`config.mk`:
```
export PLATFORM = sky130hd
export DESIGN_NAME = serial_reg_port
export DESIGN_NICKNAME = d
export VERILOG_FILES = /design/src/rtl/srp_pkg.sv /design/src/rtl/srp_sync.sv /design/src/rtl/srp_regfile.sv /design/src/rtl/srp_shifter.sv /design/src/rtl/serial_reg_port.sv
export SDC_FILE = /design/constraint.sdc
export NUM_CORES = 1
export LEC_CHECK = 0
export ABC_AREA = 1
export CAP_MARGIN = 20
export CELL_PAD_IN_SITES_DETAIL_PLACEMENT = 0
export CELL_PAD_IN_SITES_GLOBAL_PLACEMENT = 1
export CORE_AREA = 3 3 102 84
export CTS_BUF_LIST = sky130_fd_sc_hd__clkbuf_8
export CTS_CLUSTER_SIZE = 14
export DETAILED_ROUTE_END_ITERATION = 10
export DIE_AREA = 0 0 105 87
export DONT_BUFFER_PORTS = 1
export PLACE_DENSITY_LB_ADDON = 0.2
export SETUP_SLACK_MARGIN = 0.5
export SKIP_LAST_GASP = 1
export SYNTH_ARGS = -nofsm -noshare
export SYNTH_HDL_FRONTEND = slang
export SYNTH_SLANG_ARGS = --single-unit
```
`constraint.sdc`:
```
create_clock -name clk -period 1.53 [get_ports clk]
set_input_delay 0.306 -clock clk [delete_from_list [all_inputs] [get_ports clk]]
set_output_delay 0.306 -clock clk [all_outputs]
set_load 0.05 [all_outputs]
```
`src/rtl/srp_pkg.sv`:
```
package srp_pkg;
  // Number of host pins passed through synchronizers.
  localparam int N_SYNC = 4;
  localparam int IDX_SCLK = 0;
  localparam int IDX_RD   = 1;
  localparam int IDX_WR   = 2;
  localparam int IDX_DIN  = 3;
  // Idle levels of the host pins, used as synchronizer reset values.
  localparam logic [N_SYNC-1:0] SYNC_RST = 4'b0110;

  // Fixed pattern returned by a read-only stub entry.
  function automatic logic [7:0] ro_word(input int idx);
    return 8'hA0 + 8'(idx);
  endfunction
endpackage

```
`src/rtl/srp_sync.sv`:
```
module srp_sync #(
  parameter logic RST_VAL = 1'b0
) (
  input  logic clk,
  input  logic rst,
  input  logic din,
  output logic lvl,
  output logic rise,
  output logic fall
);
  logic s1, s2, s3;

  always_ff @(posedge clk) begin
    if (rst) begin
      s1 <= RST_VAL;
      s2 <= RST_VAL;
      s3 <= RST_VAL;
    end else begin
      s1 <= din;
      s2 <= s1;
      s3 <= s2;
    end
  end

  assign lvl  = s2;
  assign rise = s2 & ~s3;
  assign fall = ~s2 & s3;
endmodule

```
`src/rtl/srp_regfile.sv`:
```
module srp_regfile #(
  parameter int DATA_W = 8,
  parameter int ADDR_W = 3,
  parameter logic [(1<<ADDR_W)-1:0] RO_MASK = '0
) (
  input  logic              clk,
  input  logic              rst,
  input  logic [ADDR_W-1:0] addr,
  input  logic              we,
  input  logic [DATA_W-1:0] wdata,
  output logic [DATA_W-1:0] rdata
);
  import srp_pkg::*;
  localparam int DEPTH = 1 << ADDR_W;

  logic [DATA_W-1:0] ent [DEPTH];

  for (genvar i = 0; i < DEPTH; i++) begin : g_ent
    if (RO_MASK[i]) begin : g_ro
      assign ent[i] = DATA_W'(ro_word(i));
    end else begin : g_rw
      logic [DATA_W-1:0] q;
      always_ff @(posedge clk) begin
        if (rst)                                  q <= '0;
        else if (we && addr == ADDR_W'(i))        q <= wdata;
      end
      assign ent[i] = q;
    end
  end

  always_ff @(posedge clk) begin
    if (rst) rdata <= '0;
    else     rdata <= ent[addr];
  end
endmodule

```
`src/rtl/srp_shifter.sv`:
```
module srp_shifter #(
  parameter int DATA_W = 8
) (
  input  logic              clk,
  input  logic              rst,
  input  logic              sclk_rise,
  input  logic              sclk_fall,
  input  logic              rd_lvl,
  input  logic              rd_fall,
  input  logic              rd_rise,
  input  logic              wr_rise,
  input  logic              din,
  input  logic [DATA_W-1:0] rdata,
  output logic              we,
  output logic [DATA_W-1:0] wdata,
  output logic              dout,
  output logic              doe,
  output logic              rd_last
);
  localparam int CNT_W = (DATA_W > 1) ? $clog2(DATA_W) : 1;
  localparam logic [CNT_W-1:0] LAST = CNT_W'(DATA_W - 1);

  logic              rd_active;
  logic [CNT_W-1:0]  rcnt;
  logic [DATA_W-1:0] rsr;
  logic [DATA_W-1:0] wsr;

  // Read engine: load on strobe fall, advance on shift-clock fall.
  always_ff @(posedge clk) begin
    if (rst) begin
      rd_active <= 1'b0;
      rcnt      <= '0;
      rsr       <= '0;
    end else if (rd_fall) begin
      rd_active <= 1'b1;
      rcnt      <= '0;
      rsr       <= rdata;
    end else if (rd_active && rd_rise) begin
      rd_active <= 1'b0;
    end else if (rd_active && sclk_fall) begin
      if (rcnt == LAST) begin
        rd_active <= 1'b0;
      end else begin
        rcnt <= rcnt + 1'b1;
        rsr  <= rsr >> 1;
      end
    end
  end

  // Write engine: fill from the top so the first bit ends lowest.
  always_ff @(posedge clk) begin
    if (rst) begin
      wsr <= '0;
    end else if (wr_rise) begin
      wsr <= '0;
    end else if (sclk_rise && !rd_active && rd_lvl) begin
      if (DATA_W > 1) wsr <= {din, wsr[DATA_W-1:1]};
      else            wsr <= DATA_W'(din);
    end
  end

  assign we      = wr_rise;
  assign wdata   = wsr;
  assign doe     = rd_active;
  assign dout    = rd_active & rsr[0];
  assign rd_last = (rcnt == LAST);
endmodule

```
`src/rtl/serial_reg_port.sv`:
```
module serial_reg_port #(
  parameter int DATA_W = 8,
  parameter int ADDR_W = 3,
  parameter logic [(1<<ADDR_W)-1:0] RO_MASK = 8'hC0
) (
  input  logic              clk,
  input  logic              rst,
  input  logic              sclk,
  input  logic              rd_n,
  input  logic              wr_n,
  input  logic [ADDR_W-1:0] addr,
  input  logic              sdata_in,
  output logic              sdata_out,
  output logic              sdata_oe
);
  import srp_pkg::*;

  logic [N_SYNC-1:0] pin_raw, pin_lvl, pin_rise, pin_fall;
  assign pin_raw = {sdata_in, wr_n, rd_n, sclk};

  for (genvar k = 0; k < N_SYNC; k++) begin : g_sync
    srp_sync #(.RST_VAL(SYNC_RST[k])) u_sync (
      .clk (clk),
      .rst (rst),
      .din (pin_raw[k]),
      .lvl (pin_lvl[k]),
      .rise(pin_rise[k]),
      .fall(pin_fall[k])
    );
  end

  logic sclk_rise, sclk_fall, rd_lvl, rd_fall, rd_rise, wr_rise, din_s;
  assign sclk_rise = pin_rise[IDX_SCLK];
  assign sclk_fall = pin_fall[IDX_SCLK];
  assign rd_lvl    = pin_lvl[IDX_RD];
  assign rd_fall   = pin_fall[IDX_RD];
  assign rd_rise   = pin_rise[IDX_RD];
  assign wr_rise   = pin_rise[IDX_WR];
  assign din_s     = pin_lvl[IDX_DIN];

  logic              we, rd_last;
  logic [DATA_W-1:0] wdata, rdata;

  srp_regfile #(.DATA_W(DATA_W), .ADDR_W(ADDR_W), .RO_MASK(RO_MASK)) u_rf (
    .clk  (clk),
    .rst  (rst),
    .addr (addr),
    .we   (we),
    .wdata(wdata),
    .rdata(rdata)
  );

  srp_shifter #(.DATA_W(DATA_W)) u_sh (
    .clk      (clk),
    .rst      (rst),
    .sclk_rise(sclk_rise),
    .sclk_fall(sclk_fall),
    .rd_lvl   (rd_lvl),
    .rd_fall  (rd_fall),
    .rd_rise  (rd_rise),
    .wr_rise  (wr_rise),
    .din      (din_s),
    .rdata    (rdata),
    .we       (we),
    .wdata    (wdata),
    .dout     (sdata_out),
    .doe      (sdata_oe),
    .rd_last  (rd_last)
  );
endmodule

```
==> flow_summary.ini, run 1 <==
[critical_path]
reg2reg_depth = 4
crit_type = register to output port
critPathLaunch = u_sh.doe$_SDFFE_PP0P_
crit_path_top_delay_cell = dfxtp_4
crit_end = sdata_out
max_stage_delay_ns = 0.49
r2r_end = u_sh.rsr[6]$_SDFFE_PP0P_
crit_path_end_kind = output port
arrival_ns = 1.13
required_ns = 1.22
rr_startpoint = u_sh.doe$_SDFFE_PP0P_
reg2reg_slack_ns = 0.19
critPathMaxFanout = 7
path_cells = nand2_4 > clkinvlp_4
start_kind = register

[finish]
area_growth_pct = 28.1
finalNetCount = 515
utilization_pct = 61.8
n_antenna_cell = 0
drive_gt1_share_pct = 31.2

[route]
drt_iter0_drc = 230
viasPerCell = 5.39
wl_per_cell_um = 15.7
drt_first_pass_iters = 5
finalWirelength_mm = 9.67
drc = 0
antenna_left = 0
via_count = 3308

[synthesis]
synth_top_area_cell = dfxtp_1
syn-num-nets = 497
avgSynthCellArea_sq_um = 7.44
synthDominantCellAreaShare_pct = 48.2
synth-seq-area-share_pct = 48.2
postSynthCellCount = 486
yosys_most_used_dff = dfxtp_1
synth_most_common_cell = nor2_1
ys_ff_latch = 87
synth.area.top_cells = dfxtp_1 (48%), nor2_1 (13%), nand2_1 (9.2%), o21ai_0 (8.0%), a21oi_1 (3.0%)
yosys_warnings = 0
ys_types = 29
async_reset_ff_share_pct = 0
synth_area_sq_mm = 0.00361
synthTopCellsByCount = nor2_1 (122), nand2_1 (89), dfxtp_1 (87), o21ai_0 (58)
synth_edf_count = 0

[grt]
grt_max_degree = 34
grt_pass1_wl_mm = 15.4
globalRouteOverflowTotal = 0
gr-usage-all-layers_pct = 21.6
grt_pass1_vias = 3018
antenna_found_initial = 0

[power]
comb_power_share_pct = 7.1
switching_power_mw = 1.11
cellLeakagePower_nw = 1.80
pwr-share-seq_pct = 55.4
clkPwrFrac_pct = 37.6
p_per_area_mw_per_mm2 = 924
p_int_mw = 3.17
p_sw_share_pct = 25.9
peakVddDrop_mv = 0.643

[clock_tree]
cts.path.max_buffers = 2
cts_tree = done
cts_buffers = 9
clock_sinks = 87
htreeDepth = 3
clk_pin_slew_worst_paths_ns = 0.09
clock_latency_ns = 0.37
root_buffer = clkbuf_8

[timing]
setup_viol = 0
rsz0062_at_grt = true
slew_headroom_pct = 62.3
tightestPinTransition_ns = 0.565
setup_ws_ns = 0.0917
tns_ns = 0
fin_crit_ns = 1.44
max_freq_mhz = 695
final-hold-violation-count = 0
finalCritPeriodShare_pct = 94.0
drv_slew = 0
finClkSkew_ns = 0.00796

[floorplanning]
core_sq_mm = 0.00750
die_w_um = 105
fp.dieH_um = 87
die_area_sq_mm = 0.00914
io_pins = 11
initial_core_util_pct = 48.2
placementRows = 28

[placement]
gp_congestion = 0.809
detailed_place_hpwl_mm = 5.91
place_ws_ns = 0.177
io_buffers = 0

[status]
status = completed

[flow_run]
maxCapViolations = 0

[min_path]
hold_path.class = input pin to register
min_path_cells = 2
worst min-delay path by stage:
stage,to,start
3_5_place_dp,u_sh.doe$_SDFFE_PP0P_,rst
3_3_place_gp,u_sh.doe$_SDFFE_PP0P_,rst
2_1_floorplan,g_sync[0].u_sync.lvl$_SDFF_PP0_,g_sync[0].u_sync.s1$_SDFF_PP0_
6_report,g_sync[0].u_sync.s1$_SDFF_PP0_,sclk
5_1_grt,g_sync[2].u_sync.lvl$_SDFF_PP1_,rst
4_1_cts,u_rf.rdata[2]$_SDFF_PP0_,rst
metal layers:
metal	vias up	wire, um	track usage (%)
met2	91	4120	31.6
met1	1569	4780	31.9
met4	0	90	4.29
met5	-	0	0
li1	1640	-	-
met3	8	679	6.23
flip-flops by register name, indices dropped and copies added (netlist names):
signal             flops
u_sh.rsr               8
u_sh.rcnt              3
u_rf.rdata             8
u_rf.g_ent.g_rw.q     48
g_sync.u_sync.s3       3
g_sync.u_sync.lvl      4
u_sh.doe               1
g_sync.u_sync.s1       4
u_sh.wdata             8
timing repair:
action | CTS | global route
pin swaps | 13 | 34
setup endpoints to repair | 70 | 70
resized for setup | 62 | 93
cloned | 5 | 2
hold endpoints to repair | 10 | 1
setup buffers | 4 | 2
hold buffers | 3 | 1
final cells by class:
class                   count  area, sq um
flip-flops and latches     87         1750
clock inverters             7         71.3
clock buffers               9          124
repair buffers             16          165
fillers                   672         2870
inverters                  29          205
multi-input cells         361         2180
well taps                 105          131
power by group through the flow:
stage	clock (mW)	combinational (mW)	sequential [mW]
6_report	1.61	0.303	2.37
3_3_place_gp	0	0.214	2.41
3_5_place_dp	0	0.214	2.41
4_1_cts	1.63	0.261	2.36
5_1_grt	1.76	0.334	2.38
2_1_floorplan	0	0.204	2.39
metrics by stage:
stage               hold slack, ns  area, sq um  power, mW  cells
floorplan                    0.388         3710       2.59    486
global placement             0.374         3780       2.62    581
detailed placement           0.373         3780       2.62    581
CTS                        0.00127         4290       4.25    609
global route               0.00953         4630       4.47    614
finish                      0.0290         4630       4.28    614
worst max-delay path: cells and delay by family, from the launching register on:
family / cells / cell delay [ns]
AND/OR/NAND/NOR: 1 / 0.07
flip-flops: 1 / 0.49
buffers and inverters: 1 / 0.20
layout by cell type, fill, tap and decap left out, types with 9 or more instances in the layout:
master and count:
nor2_1 97, nand2_1 86, dfxtp_1 82, o21ai_2 44, a21oi_1 22, nor2_4 16
nand3_1 14, nand4_1 14, nor2_2 13, inv_1 10, o21ai_0 10, o21ai_1 9
clkbuf_8 9
cell families after synthesis:
| family | after synthesis | synth area share (%) |
|---|---|---|
| AND/OR/NAND/NOR | 265 | 32.5 |
| AO/OA/AOI/OAI | 87 | 12.2 |
| flip-flops | 87 | 48.2 |
| buffers and inverters | 45 | 6.40 |
| adder cells (fa/ha/maj) | 2 | 0.692 |
(Power assumes the default switching activity.)
==> run 2, diff against run 1 <==
ABC_AREA = unset   (was 1)
CORE_AREA = 3 3 100 83   (was 3 3 102 84)
DIE_AREA = 0 0 103 86   (was 0 0 105 87)
HOLD_SLACK_MARGIN = 0.03   (was unset)
==> flow_summary.ini, run 2 <==
[status]
status = finished with violations
violations = setup timing

[finish]
area_growth_pct = 27.3
largest_register_ffs = 48
utilization_pct = 64.3
largest_register = u_rf.g_ent.g_rw.q
finalNetCount = 416
fillers = 580
n_antenna_cell = 0
ff_latch_area_sq_mm = 0.00176
final_common_cell = dfxtp_1
stdcell_area_sq_mm = 0.00473
multiInputGateArea_sq_mm = 0.00221
mostFrequentLayoutCells = dfxtp_1 (73), mux2i_1 (27), nand2b_1 (27)
drive_gt1_share_pct = 40.0

[clock_tree]
clk_pin_slew_worst_paths_ns = 0.09
clock_sinks = 87
clock_latency_ns = 0.35
cts_buffers = 9
cts_tree = done
cts.path.max_buffers = 2
htreeDepth = 3
root_buffer = clkbuf_8
postCtsHoldBufs = 4

[placement]
io_buffers = 0
gp_congestion = 0.851
detailed_place_hpwl_mm = 5.32
place_area_sq_mm = 0.00391

[critical_path]
start_kind = register
crit_type = register to register
arrival_ns = 1.97
crit_path_end_kind = register
critPathMaxFanout = 5
required_ns = 1.82

[power]
cellLeakagePower_nw = 1.60
p_per_area_mw_per_mm2 = 929
peakVddDrop_mv = 0.611
power_mw = 4.39

[floorplanning]
die_area_sq_mm = 0.00886
io_pins = 11
die_w_um = 103
fp.dieH_um = 86
placementRows = 28
initial_core_util_pct = 50.5
core_sq_mm = 0.00736

[synthesis]
postSynthCellCount = 387
yosys_most_used_dff = dfxtp_1
synth_top_area_cell = dfxtp_1
synthDominantCellAreaShare_pct = 46.9
synth_most_common_cell = dfxtp_1
ys_types = 37
avgSynthCellArea_sq_um = 9.60
synth-seq-area-share_pct = 46.9
ys_ff_latch = 87
synth_area_sq_mm = 0.00372
syn-num-nets = 398
async_reset_ff_share_pct = 0
synthTopCellsByCount = dfxtp_1 (87), a21oi_1 (37), o21ai_0 (36), nand3_1 (33), nand2b_1 (29)
synth.area.top_cells = dfxtp_1 (47%), mux2i_1 (7.3%), a21oi_1 (5.0%), nand2b_1 (4.9%), o21ai_0 (4.8%)
yosys_warnings = 0
synth_edf_count = 0

[grt]
gr-usage-all-layers_pct = 22.0
grt_pass1_wl_mm = 15.1
grt_pass1_vias = 2881
antenna_found_initial = 0
globalRouteOverflowTotal = 0
grt_max_degree = 86

[timing]
slew_headroom_pct = 40.3
finClkSkew_ns = 0.00916
max_freq_mhz = 596
hold_ws_ns = 0.0265
finalCritPeriodShare_pct = 110
setup_viol = 11
tightestPinTransition_ns = 0.896
rsz0062_at_grt = true
drv_slew = 0
final-hold-violation-count = 0
setup_ws_ns = -0.148
fin_crit_ns = 1.68

[route]
drt_first_pass_iters = 4
drc = 0
wl_per_cell_um = 18.4
antenna_left = 0
viasPerCell = 5.85
drt_iter0_drc = 168
via_count = 2927
finalWirelength_mm = 9.19

[min_path]
hold_path.class = input pin to register

[flow_run]
maxCapViolations = 0
[run 2: cell count changes in the layout (fill, tap and decap cells not counted), moves of 11 or more]
cell / change
o21ai_2: -28
nand2_1: -86
nor2_4: -16
nor2_1: -77
nand2b_1: +27
nor2_2: -11
a21oi_2: +15
buf_4: +18
mux2i_1: +27
[run 2: worst paths after layout]
kind / slack [ns] / cells after the start / endpoint / start
worst min-delay path: 0.03 / 1 / u_sh.rsr[0]$_SDFFE_PP0P_ / rst
worst min register to register: 0.42 / 1 / g_sync[2].u_sync.lvl$_SDFF_PP1_ / g_sync[2].u_sync.s1$_SDFF_PP1_
worst max-delay path: -0.15 / 5 / u_sh.rcnt[0]$_SDFFE_PP0P_ / u_sh.rcnt[0]$_SDFFE_PP0P_
worst max register to register: -0.15 / 5 / u_sh.rcnt[0]$_SDFFE_PP0P_ / u_sh.rcnt[0]$_SDFFE_PP0P_
[run 2: what timing repair did]
action / CTS / global route
hold endpoints to repair: 53 / 49
gates cloned: 4 / 0
setup buffers: 9 / 5
endpoints found under the setup margin: 78 / 78
gates resized for setup: 44 / 68
pin swaps: 19 / 25
[run 2: power by group]
group | switching, mW | total, mW | leakage (nW) | internal [mW]
clock network | 0.844 | 1.82 | 0.117 | 0.976
registers | 0.0209 | 2.31 | 0.711 | 2.29
logic | 0.137 | 0.262 | 0.769 | 0.126
[run 2: area by class of cell]
type / instances / share of cell area [%]
multi-input cells: 264 / 46.8
repair buffers: 41 / 8.52
clock inverters: 6 / 1.93
flip-flops and latches: 87 / 37.3
well taps: 90 / 2.38
clock buffers: 10 / 2.91
inverters: 2 / 0.159
[run 2: stage by stage]
step                std cells  setup slack, ns  setup TNS [ns]
floorplan                 387          -0.0725          -0.228
global placement          462           -0.105          -0.511
detailed placement        462           -0.125          -0.825
CTS                       495           -0.134          -0.896
global route              500           -0.185           -1.57
finish                    500           -0.148           -1.01
[run 2: routing by layer]
layer  up-vias  GRT usage, %  wire, um
met5         -             0         0
met4         0          4.59        87
met3         9          6.26       495
met2        61          32.3      4200
met1      1425          32.2      4410
li1       1432             -         -
[run 2: cells by family (layout without fill, tap and decap cells)]
kind of cell	after synthesis	count (layout)	synth area share (%)
buffers and inverters	37	59	4.92
adders and majority gates	2	2	0.673
AOI/OAI and AO/OA	97	97	14.8
and+or+nand+nor	125	126	19.4
muxes	39	39	13.3
DFF	87	87	46.9
[run 2: critical path: stages, from the launching register on]
cell and delay (ns):
dfxtp_2 0.35, ha_4 0.16, ha_4 0.15, or3b_4 0.41, or4_4 0.43, a21oi_2 0.12
